$ cat src/rtl/dpalu_pkg.sv
package dpalu_pkg;

   typedef enum logic [3:0] {
      OP_AND = 4'h0, OP_EOR = 4'h1, OP_SUB = 4'h2, OP_RSB = 4'h3,
      OP_ADD = 4'h4, OP_ADC = 4'h5, OP_SBC = 4'h6, OP_RSC = 4'h7,
      OP_TST = 4'h8, OP_TEQ = 4'h9, OP_CMP = 4'hA, OP_CMN = 4'hB,
      OP_ORR = 4'hC, OP_MOV = 4'hD, OP_BIC = 4'hE, OP_MVN = 4'hF
   } dp_op_e;

   // flag-only group 8..B
   function automatic logic op_is_test(input logic [3:0] op);
      return op[3:2] == 2'b10;
   endfunction

   function automatic logic op_is_arith(input logic [3:0] op);
      return (op inside {OP_SUB, OP_RSB, OP_ADD, OP_ADC, OP_SBC, OP_RSC,
                         OP_CMP, OP_CMN});
   endfunction

endpackage

$ cat src/rtl/dpalu_addsub.sv
module dpalu_addsub
   import dpalu_pkg::*;
#(
   parameter int DW = 32
) (
   input  logic [3:0]    op,
   input  logic [DW-1:0] a,
   input  logic [DW-1:0] b,
   input  logic          cin,
   output logic [DW-1:0] sum,
   output logic          cout,
   output logic          ovf
);

   logic [DW-1:0] x, y;
   logic          ci;
   logic [DW:0]   full;

   // every subtraction becomes x + ~y + carry
   always_comb begin
      x  = a;
      y  = b;
      ci = 1'b0;
      unique case (op)
         OP_SUB, OP_CMP: begin x = a; y = ~b; ci = 1'b1; end
         OP_RSB:         begin x = b; y = ~a; ci = 1'b1; end
         OP_ADC:         begin x = a; y = b;  ci = cin;  end
         OP_SBC:         begin x = a; y = ~b; ci = cin;  end
         OP_RSC:         begin x = b; y = ~a; ci = cin;  end
         default:        begin x = a; y = b;  ci = 1'b0; end
      endcase
   end

   assign full = {1'b0, x} + {1'b0, y} + {{DW{1'b0}}, ci};
   assign sum  = full[DW-1:0];
   assign cout = full[DW];
   assign ovf  = (x[DW-1] == y[DW-1]) && (sum[DW-1] != x[DW-1]);

endmodule

$ cat src/rtl/dpalu_logic.sv
module dpalu_logic
   import dpalu_pkg::*;
#(
   parameter int DW = 32
) (
   input  logic [3:0]    op,
   input  logic [DW-1:0] a,
   input  logic [DW-1:0] b,
   output logic [DW-1:0] res
);

   always_comb begin
      unique case (op)
         OP_AND, OP_TST: res = a & b;
         OP_EOR, OP_TEQ: res = a ^ b;
         OP_ORR:         res = a | b;
         OP_MOV:         res = b;
         OP_BIC:         res = a & ~b;
         OP_MVN:         res = ~b;
         default:        res = '0;
      endcase
   end

endmodule

$ cat src/rtl/dpalu_clz.sv
module dpalu_clz #(
   parameter int DW = 32,
   parameter int CW = $clog2(DW + 1)
) (
   input  logic [DW-1:0] a,
   output logic [CW-1:0] cnt
);

   // scan upward so the highest set bit wins
   always_comb begin
      cnt = CW'(DW);
      for (int i = 0; i < DW; i++) begin
         if (a[i]) cnt = CW'(DW - 1 - i);
      end
   end

endmodule

$ cat src/rtl/dpalu_core.sv
module dpalu_core
   import dpalu_pkg::*;
#(
   parameter int DW = 32
) (
   input  logic          clk,
   input  logic          rst_n,
   input  logic          in_valid,
   input  logic [3:0]    opcode,
   input  logic          clz_sel,
   input  logic [DW-1:0] opa,
   input  logic [DW-1:0] opb,
   input  logic          shift_cout,
   input  logic          imm_form,
   input  logic          rot_nonzero,
   input  logic          set_flags,
   input  logic          cur_n,
   input  logic          cur_z,
   input  logic          cur_c,
   input  logic          cur_v,
   output logic          out_valid,
   output logic [DW-1:0] result,
   output logic          wr_en,
   output logic          flag_n,
   output logic          flag_z,
   output logic          flag_c,
   output logic          flag_v
);

   localparam int CW = $clog2(DW + 1);

   generate
      if (DW < 8) begin : g_bad_width
         $error("dpalu_core: DW must be at least 8");
      end
   endgenerate

   logic [DW-1:0] as_sum, lg_res, res_nxt;
   logic          as_cout, as_ovf;
   logic [CW-1:0] clz_cnt;
   logic          is_arith, is_test, upd, wr_nxt;
   logic          n_nxt, z_nxt, c_nxt, v_nxt;

   dpalu_addsub #(.DW(DW)) u_addsub (
      .op(opcode), .a(opa), .b(opb), .cin(cur_c),
      .sum(as_sum), .cout(as_cout), .ovf(as_ovf)
   );

   dpalu_logic #(.DW(DW)) u_logic (
      .op(opcode), .a(opa), .b(opb), .res(lg_res)
   );

   dpalu_clz #(.DW(DW), .CW(CW)) u_clz (
      .a(opb), .cnt(clz_cnt)
   );

   always_comb begin
      is_arith = op_is_arith(opcode);
      is_test  = op_is_test(opcode);
      if (clz_sel)       res_nxt = {{(DW-CW){1'b0}}, clz_cnt};
      else if (is_arith) res_nxt = as_sum;
      else               res_nxt = lg_res;
      upd    = !clz_sel && (set_flags || is_test);
      wr_nxt = clz_sel || !is_test;
      if (is_arith) begin
         c_nxt = as_cout;
         v_nxt = as_ovf;
      end else begin
         c_nxt = (imm_form && !rot_nonzero) ? cur_c : shift_cout;
         v_nxt = cur_v;
      end
      n_nxt = res_nxt[DW-1];
      z_nxt = (res_nxt == '0);
      if (!upd) begin
         n_nxt = cur_n;
         z_nxt = cur_z;
         c_nxt = cur_c;
         v_nxt = cur_v;
      end
   end

   always_ff @(posedge clk or negedge rst_n) begin
      if (!rst_n) begin
         out_valid <= 1'b0;
         wr_en     <= 1'b0;
         result    <= '0;
         flag_n    <= 1'b0;
         flag_z    <= 1'b0;
         flag_c    <= 1'b0;
         flag_v    <= 1'b0;
      end else begin
         out_valid <= in_valid;
         wr_en     <= in_valid && wr_nxt;
         if (in_valid) begin
            result <= res_nxt;
            flag_n <= n_nxt;
            flag_z <= z_nxt;
            flag_c <= c_nxt;
            flag_v <= v_nxt;
         end
      end
   end


   test_no_write_chk: assert property (@(posedge clk) disable iff (!rst_n)
      in_valid && !clz_sel && opcode[3:2] == 2'b10 |=> !wr_en);


   flags_kept_chk: assert property (@(posedge clk) disable iff (!rst_n)
      in_valid && !set_flags && opcode[3:2] != 2'b10
      |=> flag_n == $past(cur_n) && flag_z == $past(cur_z)
          && flag_c == $past(cur_c) && flag_v == $past(cur_v));


   logic_v_kept_chk: assert property (@(posedge clk) disable iff (!rst_n)
      in_valid && !clz_sel && (opcode inside {4'h0, 4'h1, 4'h8, 4'h9, 4'hC, 4'hD, 4'hE, 4'hF})
      |=> flag_v == $past(cur_v));


   zero_flag_chk: assert property (@(posedge clk) disable iff (!rst_n)
      in_valid && !clz_sel && (set_flags || opcode[3:2] == 2'b10)
      |=> flag_z == (result == '0) && flag_n == result[DW-1]);


   clz_zero_chk: assert property (@(posedge clk) disable iff (!rst_n)
      in_valid && clz_sel && opb == '0 |=> result == DW && wr_en);


   write_needs_valid_chk: assert property (@(posedge clk) disable iff (!rst_n)
      wr_en |-> out_valid);

endmodule

$ cat config.mk
export PLATFORM = sky130hd
export DESIGN_NAME = dpalu_core
export DESIGN_NICKNAME = d
export VERILOG_FILES = /design/src/rtl/dpalu_pkg.sv /design/src/rtl/dpalu_addsub.sv /design/src/rtl/dpalu_logic.sv /design/src/rtl/dpalu_clz.sv /design/src/rtl/dpalu_core.sv
export SDC_FILE = /design/constraint.sdc
export NUM_CORES = 1
export LEC_CHECK = 0
export ABC_AREA = 1
export BUFFER_PORTS_ARGS = -buffer_cell sky130_fd_sc_hd__buf_2
export CORE_MARGIN = 8
export CORE_UTILIZATION = 35
export CTS_BUF_LIST = sky130_fd_sc_hd__clkbuf_16
export DETAILED_ROUTE_END_ITERATION = 10
export PLACE_DENSITY = 0.64
export SLEW_MARGIN = 20
export SYNTH_ARGS = -nofsm -noshare
export SYNTH_HDL_FRONTEND = slang
export SYNTH_HIERARCHICAL = 1
export SYNTH_SLANG_ARGS = --single-unit
$ cat constraint.sdc
create_clock -name clk -period 1.1 [get_ports clk]
set_clock_uncertainty 0.2 [all_clocks]
set_input_delay 0.275 -clock clk [delete_from_list [all_inputs] [get_ports clk]]
set_output_delay 0.275 -clock clk [all_outputs]
set_load 0.02 [all_outputs]
==> run_results.csv, run 1 <==
group,metric,value,unit
logic_synthesis,synth_top_family_by_area,"simple AND/OR/NAND/NOR gates",
setup_path,path_common_cell,"nand2_4",
clocking,clk_latency,0.28,ns
cells_and_area,area_delta_synth_final,72.77,%
min_path,hold_class,"in -> reg",
cells_and_area,utilization,61.20,%
timing,drv_slew,0,
route,routed_via_density,5.248,
setup_path,cpMaxStageDelayCell,"fa_2",
global_routing,grt_pass1_vias,11670,
route,highest_layer,"met4",
setup_path,cp-end-kind,"register",
global_routing,grt_pass1_wl,60850,um
route,drcViolationCount,0,
logic_synthesis,synth_top_area_share,31.08,%
logic_synthesis,ys_ff_latch,38,
die,num_io_pins,118,
route,drt-pass1-iter-count,5,
min_path,min_to,"flag_n",
die,die_area,0.02965,mm^2
global_routing,grt_max_degree,39,
clocking,cts-root-buf,"clkbuf_16",
clocking,h-tree-depth,2,
setup_path,rr_worst_depth,4,
timing,fin_crit_sh,321.3,%
timing,setup_tns,-75.85,ns
timing,fin_ws,-2.434,ns
cells_and_area,finish.instance_area,0.01475,mm^2
logic_synthesis,async_flop_share,100.0,%
timing,slew_headroom,67.66,%
setup_path,worstSetupPathType,"in -> reg",
logic_synthesis,ys_top_cells_by_area,"nand2_1 (31%), dfrtp_1 (11%), inv_1 (10%)",
cells_and_area,nNetsFinal,2223,
timing,min_period,3.534,ns
place,io_buffers,117,
outcome,violations,"setup timing",
outcome,outcome,"finished, violations left",
die,die_h,172.2,um
logic_synthesis,synth_nets,1776,
route,wl_met3,2835,um
min_path,whs_path_depth,3,
min_path,hold_start,"cur_n",
timing,finalSetupViolCount,74,
timing,worst_pin_slew,0.4806,ns
clocking,cts_sinks,38,
place,dp_hpwl,30010,um
route,wl_per_cell,17.29,um
logic_synthesis,netlist_top_cells_count,"nand2_1 (707), inv_1 (230), nor2_1 (125)",
timing,fmax,0.2830,GHz
setup_path,regToRegSetupSlack,-0.06,ns
cells_and_area,antenna_cells,0,
power_and_ir_drop,p_per_area,879.5,mW/mm^2
timing,rsz0062_at_grt,"true",
logic_synthesis,yosys_warnings,6,
setup_path,cp_top_family,"simple AND/OR/NAND/NOR gates",
logic_synthesis,seq_area_frac_synth,11.14,%
setup_path,r2r_start,"flag_n",
global_routing,antenna_found_initial,0,
logic_synthesis,yosys.area_share.simple,48.01,%
setup_path,crit_path_start_kind,"input pin",
route,wl_met1,16340,um
logic_synthesis,synth_compound_area_share,14.54,%
cells_and_area,fill_cells,2183,
place,routabilityCongestion,0.9638,
logic_synthesis,synthCells,1631,
logic_synthesis,syn_area,0.008538,mm^2
route,routed_wl,41550,um
power_and_ir_drop,p_leak,0.008166,uW
logic_synthesis,postSynthAreaPerCell,5.235,um^2
logic_synthesis,synth_cell_types,45,
logic_synthesis,synth_top_area_cell,"nand2_1",
setup_path,r2r-end,"flag_n",
place,dpl.cell_count,2327,
logic_synthesis,synth_edf_count,0,
power_and_ir_drop,peakVddDrop,0.8209,mV
place,post-place-ws,-2.580,ns
logic_synthesis,synth_mux_area_share,0.1172,%
logic_synthesis,yosysMostFrequentCell,"nand2_1",
setup_path,max_stage_delay,0.40,ns
die,die_x,172.2,um
die,core-area,0.02411,mm^2
die,start_util,35.42,%
route,first_iter_violations,1318,
route,postRouteAntennaNets,0,
timing,finalHoldViolations,0,
clocking,cts_buffers,5,
global_routing,grt.overflow.total,0,
setup_path,critPathArrivalTime,3.53,ns
logic_synthesis,synth-main-ff-cell,"dfrtp_1",
clocking,cts_tree,"done",
cells_and_area,drive_gt1_share,39.63,%
setup_path,cp.required,1.10,ns
route,wl_met2,19900,um
die,num_rows,57,
job,max-cap-violations,0,
route,vias,12610,
logic_synthesis,synth_fa_ha_area_share,9.701,%
logic_synthesis,synth_xor_area_share,1.949,%
setup_path,cp_num_buf_inv,6,
setup_path,path_max_fanout,6,
clocking,clk_pin_slew,0.06,ns
global_routing,grt_usage,25.93,%
cells_and_area,finalNonFillerCells,2403,
clocking,clk_path_buf_depth,2,
place,placed_area,0.01215,mm^2
## cell families (layout without fill, tap and decap cells)
group / count (synthesis) / after routing
flip-flops: 38 / 38
buffers and inverters: 304 / 752
AND/OR/NAND/NOR: 999 / 999
adder cells (fa/ha/maj): 65 / 65
AO/OA/AOI/OAI: 205 / 205
multiplexers: 1 / 1
XOR/XNOR: 19 / 19
## how the worst max path moves through the flow
stage | depth (start not counted) | from | to
5_1_grt | 25 | opcode[0] | flag_z
6_report | 28 | opcode[0] | flag_z
4_1_cts | 25 | opcode[1] | flag_z
2_1_floorplan | 27 | opcode[0] | flag_z
3_3_place_gp | 26 | opcode[0] | flag_z
3_5_place_dp | 26 | opcode[0] | flag_z
## routing by layer
metal  GRT usage [%]  up-vias
met2           44.43      583
met4           12.67        0
li1                -     6033
met5               0        -
met3           3.379      178
met1           31.62     5816
## layout make-up
cell class	instances	area (um^2)	share of cell area, %
inverter	237	912.1	6.183
sequential	38	950.9	6.446
clock buffer	5	125.1	0.8482
multi-input combinational	1289	7936	53.80
clock inverter	3	63.81	0.4326
tap	324	405.4	2.748
timing repair buffer	507	4358	29.54
## where the power goes
part | total (uW) | switching [uW] | internal [uW]
combinational | 9370 | 5030 | 4330
sequential | 1740 | 154 | 1580
clock | 1870 | 579 | 1290
## what timing repair did
action / CTS / global route
gates cloned: 5 / 1
setup endpoints to repair: 75 / 75
hold buffers: 1 / 0
gates resized for setup: 295 / 147
buffers inserted: 33 / 30
pin swaps: 79 / 68
hold endpoints to repair: 38 / 0
## sequential cells by signal, summed over array words and instances, names as in the netlist
| name | cells |
|---|---|
| wr_en | 1 |
| out_valid | 1 |
| result | 32 |
| flag_v | 1 |
| flag_n | 1 |
| flag_c | 1 |
| flag_z | 1 |
## worst reg2reg max path, cell delays in order, from the launching register on
cell	delay, ns
dfrtp_1	0.38
buf_4	0.13
buf_4	0.13
nand2_1	0.12
o21ai_2	0.07
## layout by cell type, fill, tap and decap left out, types with 5 or more instances in the layout
cell type  synthesis  layout
o21ai_2            1      24
o21ai_4            0       5
nor2_1           125      93
nor2_4             1      12
buf_12             0      27
a31o_4             0       8
o22ai_2            0      11
nand3b_1          34      34
nand3_2            0      40
buf_6              6      69
o22ai_1           32      20
nand3_1          101      58
o21ai_1            3      15
buf_2             30      74
clkbuf_16          0       6
nand2_4            2      26
ha_4               0      27
a21oi_2            1      24
xor2_1            18      14
nand2_1          707     635
o21ai_0           47       7
nand2_2            6      53
buf_4              5     328
a21oi_1           68      44
dfrtp_1           38      38
a31o_1            20      14
nor2_2             3      24
a31o_2            11       9
inv_2              7      15
inv_1            230     217
nand4_1            5       5
ha_1              63      35
## stage by stage
step           power (uW)  hold WS (ns)
4_1_cts             11860        0.1311
3_3_place_gp         8524       0.05351
6_report            12970        0.1117
5_1_grt             13720        0.1388
3_5_place_dp         8594       0.05266
2_1_floorplan        5427       -0.2206
No activity file was read; power rests on OpenSTA's default activity.
==> run 2, diff against run 1 <==
- CORE_MARGIN: 8 -> 2
- PLACE_DENSITY: 0.64 -> 0.65
- SYNTH_HIERARCHICAL: 1 -> not set
==> run 2 against run 1 <==
The run still ends with setup timing left. Worst setup slack got worse by 0.17 ns. Total power fell by 17%. Sequential power barely moved. Count of clock-buffer cells in the layout did not move. Design area fell by 20%. Via count fell by 21%. Sequential cell count did not move. Clock power fell by 12%. Critical path type unchanged. Largest cell class unchanged.
==> run_results.csv, run 2 <==
group,metric,value,unit
setup_path,max_stage_delay,0.22,ns
power_and_ir_drop,p_leak,0.005926,uW
place,post-place-ws,-2.941,ns
setup_path,crit_start,"opcode[0]",
die,die_h,141.6,um
power_and_ir_drop,p_per_area,907.0,mW/mm^2
timing,finalHoldViolations,0,
cells_and_area,area_delta_synth_final,78.31,%
timing,min_period,3.706,ns
route,postRouteAntennaNets,0,
logic_synthesis,synth_top_family_by_area,"compound AO/OA/AOI/OAI gates",
logic_synthesis,synth_edf_count,0,
timing,drv_slew,0,
setup_path,cp.required,1.07,ns
cells_and_area,largest_reg_flops,32,
setup_path,worstSetupPathType,"in -> reg",
timing,finalSetupViolCount,74,
cells_and_area,antenna_cells,0,
die,die_area,0.02004,mm^2
global_routing,grt_max_degree,39,
min_path,hold_start,"in_valid",
outcome,outcome,"finished, violations left",
place,routabilityCongestion,0.9680,
timing,worst_pin_slew,0.4999,ns
logic_synthesis,synth_xor_area_share,1.587,%
cells_and_area,top_register,"result",
route,routed_wl,32310,um
timing,fin_ws,-2.606,ns
clocking,cts-root-buf,"clkbuf_16",
place,dp_hpwl,21580,um
job,max-cap-violations,0,
timing,slew_headroom,65.81,%
logic_synthesis,yosys.area_share.simple,22.78,%
logic_synthesis,synth_cell_types,56,
min_path,hold_class,"in -> reg",
clocking,clk_path_buf_depth,2,
logic_synthesis,yosysMostFrequentCell,"nand2_1",
global_routing,grt.overflow.total,0,
die,num_io_pins,118,
outcome,violations,"setup timing",
global_routing,grt_usage,30.55,%
clocking,cts_sinks,38,
clocking,clk_pin_slew,0.06,ns
logic_synthesis,ys_ff_latch,38,
timing,whs,0.1102,ns
logic_synthesis,synth_compound_area_share,37.41,%
logic_synthesis,async_flop_share,100.0,%
cells_and_area,nNetsFinal,1664,
die,start_util,35.52,%
cells_and_area,fill_cells,1497,
logic_synthesis,postSynthAreaPerCell,6.195,um^2
global_routing,grt_pass1_wl,49080,um
place,io_buffers,117,
setup_path,r2r_start,"result[17]",
route,first_iter_violations,925,
route,wl_per_cell,18.42,um
logic_synthesis,synth-main-ff-cell,"dfrtp_1",
setup_path,path_max_fanout,8,
die,die_x,141.6,um
cells_and_area,layout_commonest_cell,"buf_4",
clocking,h-tree-depth,2,
setup_path,crit_path_start_kind,"input pin",
setup_path,cp-end-kind,"register",
logic_synthesis,ys_top_cells_by_area,"dfrtp_1 (14%), nand2_1 (13%), ha_1 (12%)",
cells_and_area,mostFrequentLayoutCells,"buf_4 (350), nand2_1 (213), inv_1 (120)",
logic_synthesis,yosys_warnings,0,
logic_synthesis,synth_top_area_share,14.36,%
route,drcViolationCount,0,
route,vias,10010,
logic_synthesis,seq_area_frac_synth,14.36,%
timing,fmax,0.2699,GHz
logic_synthesis,netlist_top_cells_count,"nand2_1 (223), inv_1 (122), o21ai_0 (115)",
setup_path,critPathArrivalTime,3.68,ns
cells_and_area,drive_gt1_share,45.46,%
route,routed_via_density,5.706,
die,num_rows,50,
timing,fin_crit_sh,336.9,%
logic_synthesis,synth_mux_area_share,0,%
clocking,cts_tree,"done",
setup_path,path_common_cell,"nand2_1",
logic_synthesis,syn_area,0.006623,mm^2
timing,rsz0062_at_grt,"true",
logic_synthesis,synthCells,1069,
logic_synthesis,synth_nets,1214,
logic_synthesis,synth_fa_ha_area_share,12.51,%
cells_and_area,utilization,63.34,%
logic_synthesis,synth_top_area_cell,"dfrtp_1",
clocking,clk_latency,0.29,ns
power_and_ir_drop,peakVddDrop,0.5961,mV
global_routing,antenna_found_initial,0,
global_routing,grt_pass1_vias,9516,
route,drt-pass1-iter-count,6,
clocking,cts_buffers,5,
die,core-area,0.01864,mm^2
setup_path,cpMaxStageDelayCell,"a21boi_4",
==> run 2: cell types whose count changed in the layout (fill, tap and decap cells not counted), sizes merged, moves of 26 or more <==
cell	previous run	this run
a21oi	69	104
inv	237	133
nand2	715	230
nand3	101	34
nand3b	34	2
nor2	129	70
o21ai	51	129
o22ai	32	58
==> run 2: cell type report <==
type	instances	area [um^2]	share of cell area (%)
Multi-Input combinational cell	835	5689	48.18
Clock inverter	3	37.54	0.3179
Timing Repair Buffer	506	4188	35.46
Sequential cell	38	950.9	8.053
Inverter	133	525.5	4.450
Tap cell	234	292.8	2.479
Clock buffer	5	125.1	1.060
==> run 2: critical path: cells and delay by family <==
family	cells	cell delay, ns
compound gates	10	1.38
buf+inv	9	0.98
simple gates	9	0.82
fa+ha+maj	1	0.21
==> run 2: final timing paths <==
check | to | slack [ns] | cells after the start
worst min-delay path | out_valid | 0.11 | 2
worst min register to register | result[5] | 0.33 | 2
max in group asynchronous | result[9] | 0.21 | 3
worst max-delay path | flag_n | -2.61 | 29
min in group asynchronous | flag_n | 0.29 | 3
worst max register to register | result[17] | -0.03 | 4
==> run 2: power breakdown <==
group          internal, uW  switching [uW]
combinational          3660            3670
clock                  1050             599
sequential             1580             153
total                  6290            4420
==> run 2: kinds of logic (layout without fill, tap and decap cells) <==
family / count (synthesis) / after routing
xor gates and xnor gates: 12 / 12
DFF: 38 / 38
buffers and inverters: 196 / 647
and+or+nand+nor: 364 / 364
adders and majority gates: 65 / 65
AOI/OAI and AO/OA: 394 / 394
==> run 2: per-layer routing <==
| metal | part of all wire (%) | GRT usage [%] | vias up |
|---|---|---|---|
| met5 | 0 | 0 | - |
| met4 | 4.5 | 12.21 | 0 |
| met3 | 7.6 | 3.544 | 122 |
| met2 | 48 | 53.04 | 512 |
| met1 | 40 | 38.62 | 4738 |
| li1 | - | - | 4637 |
==> run 2: what timing repair did <==
| item | CTS | global route |
|---|---|---|
| gates resized for setup | 222 | 31 |
| hold buffers | 1 | 0 |
| gates cloned | 5 | 0 |
| endpoints found under the setup margin | 74 | 74 |
| setup buffers | 77 | 25 |
| endpoints found under the hold margin | 38 | 0 |
| pin swaps | 71 | 12 |
==> run 2: per-stage QoR <==
stage	total power (uW)	TNS, ns	instance area, um^2	cells
after floorplan	4705	-71.86	6858	1069
after global placement	7188	-82.99	9761	1650
after detailed placement	7282	-84.64	9761	1650
after CTS	10170	-77.78	11540	1737
after global routing	11270	-87.33	11810	1754
final	10710	-81.51	11810	1754
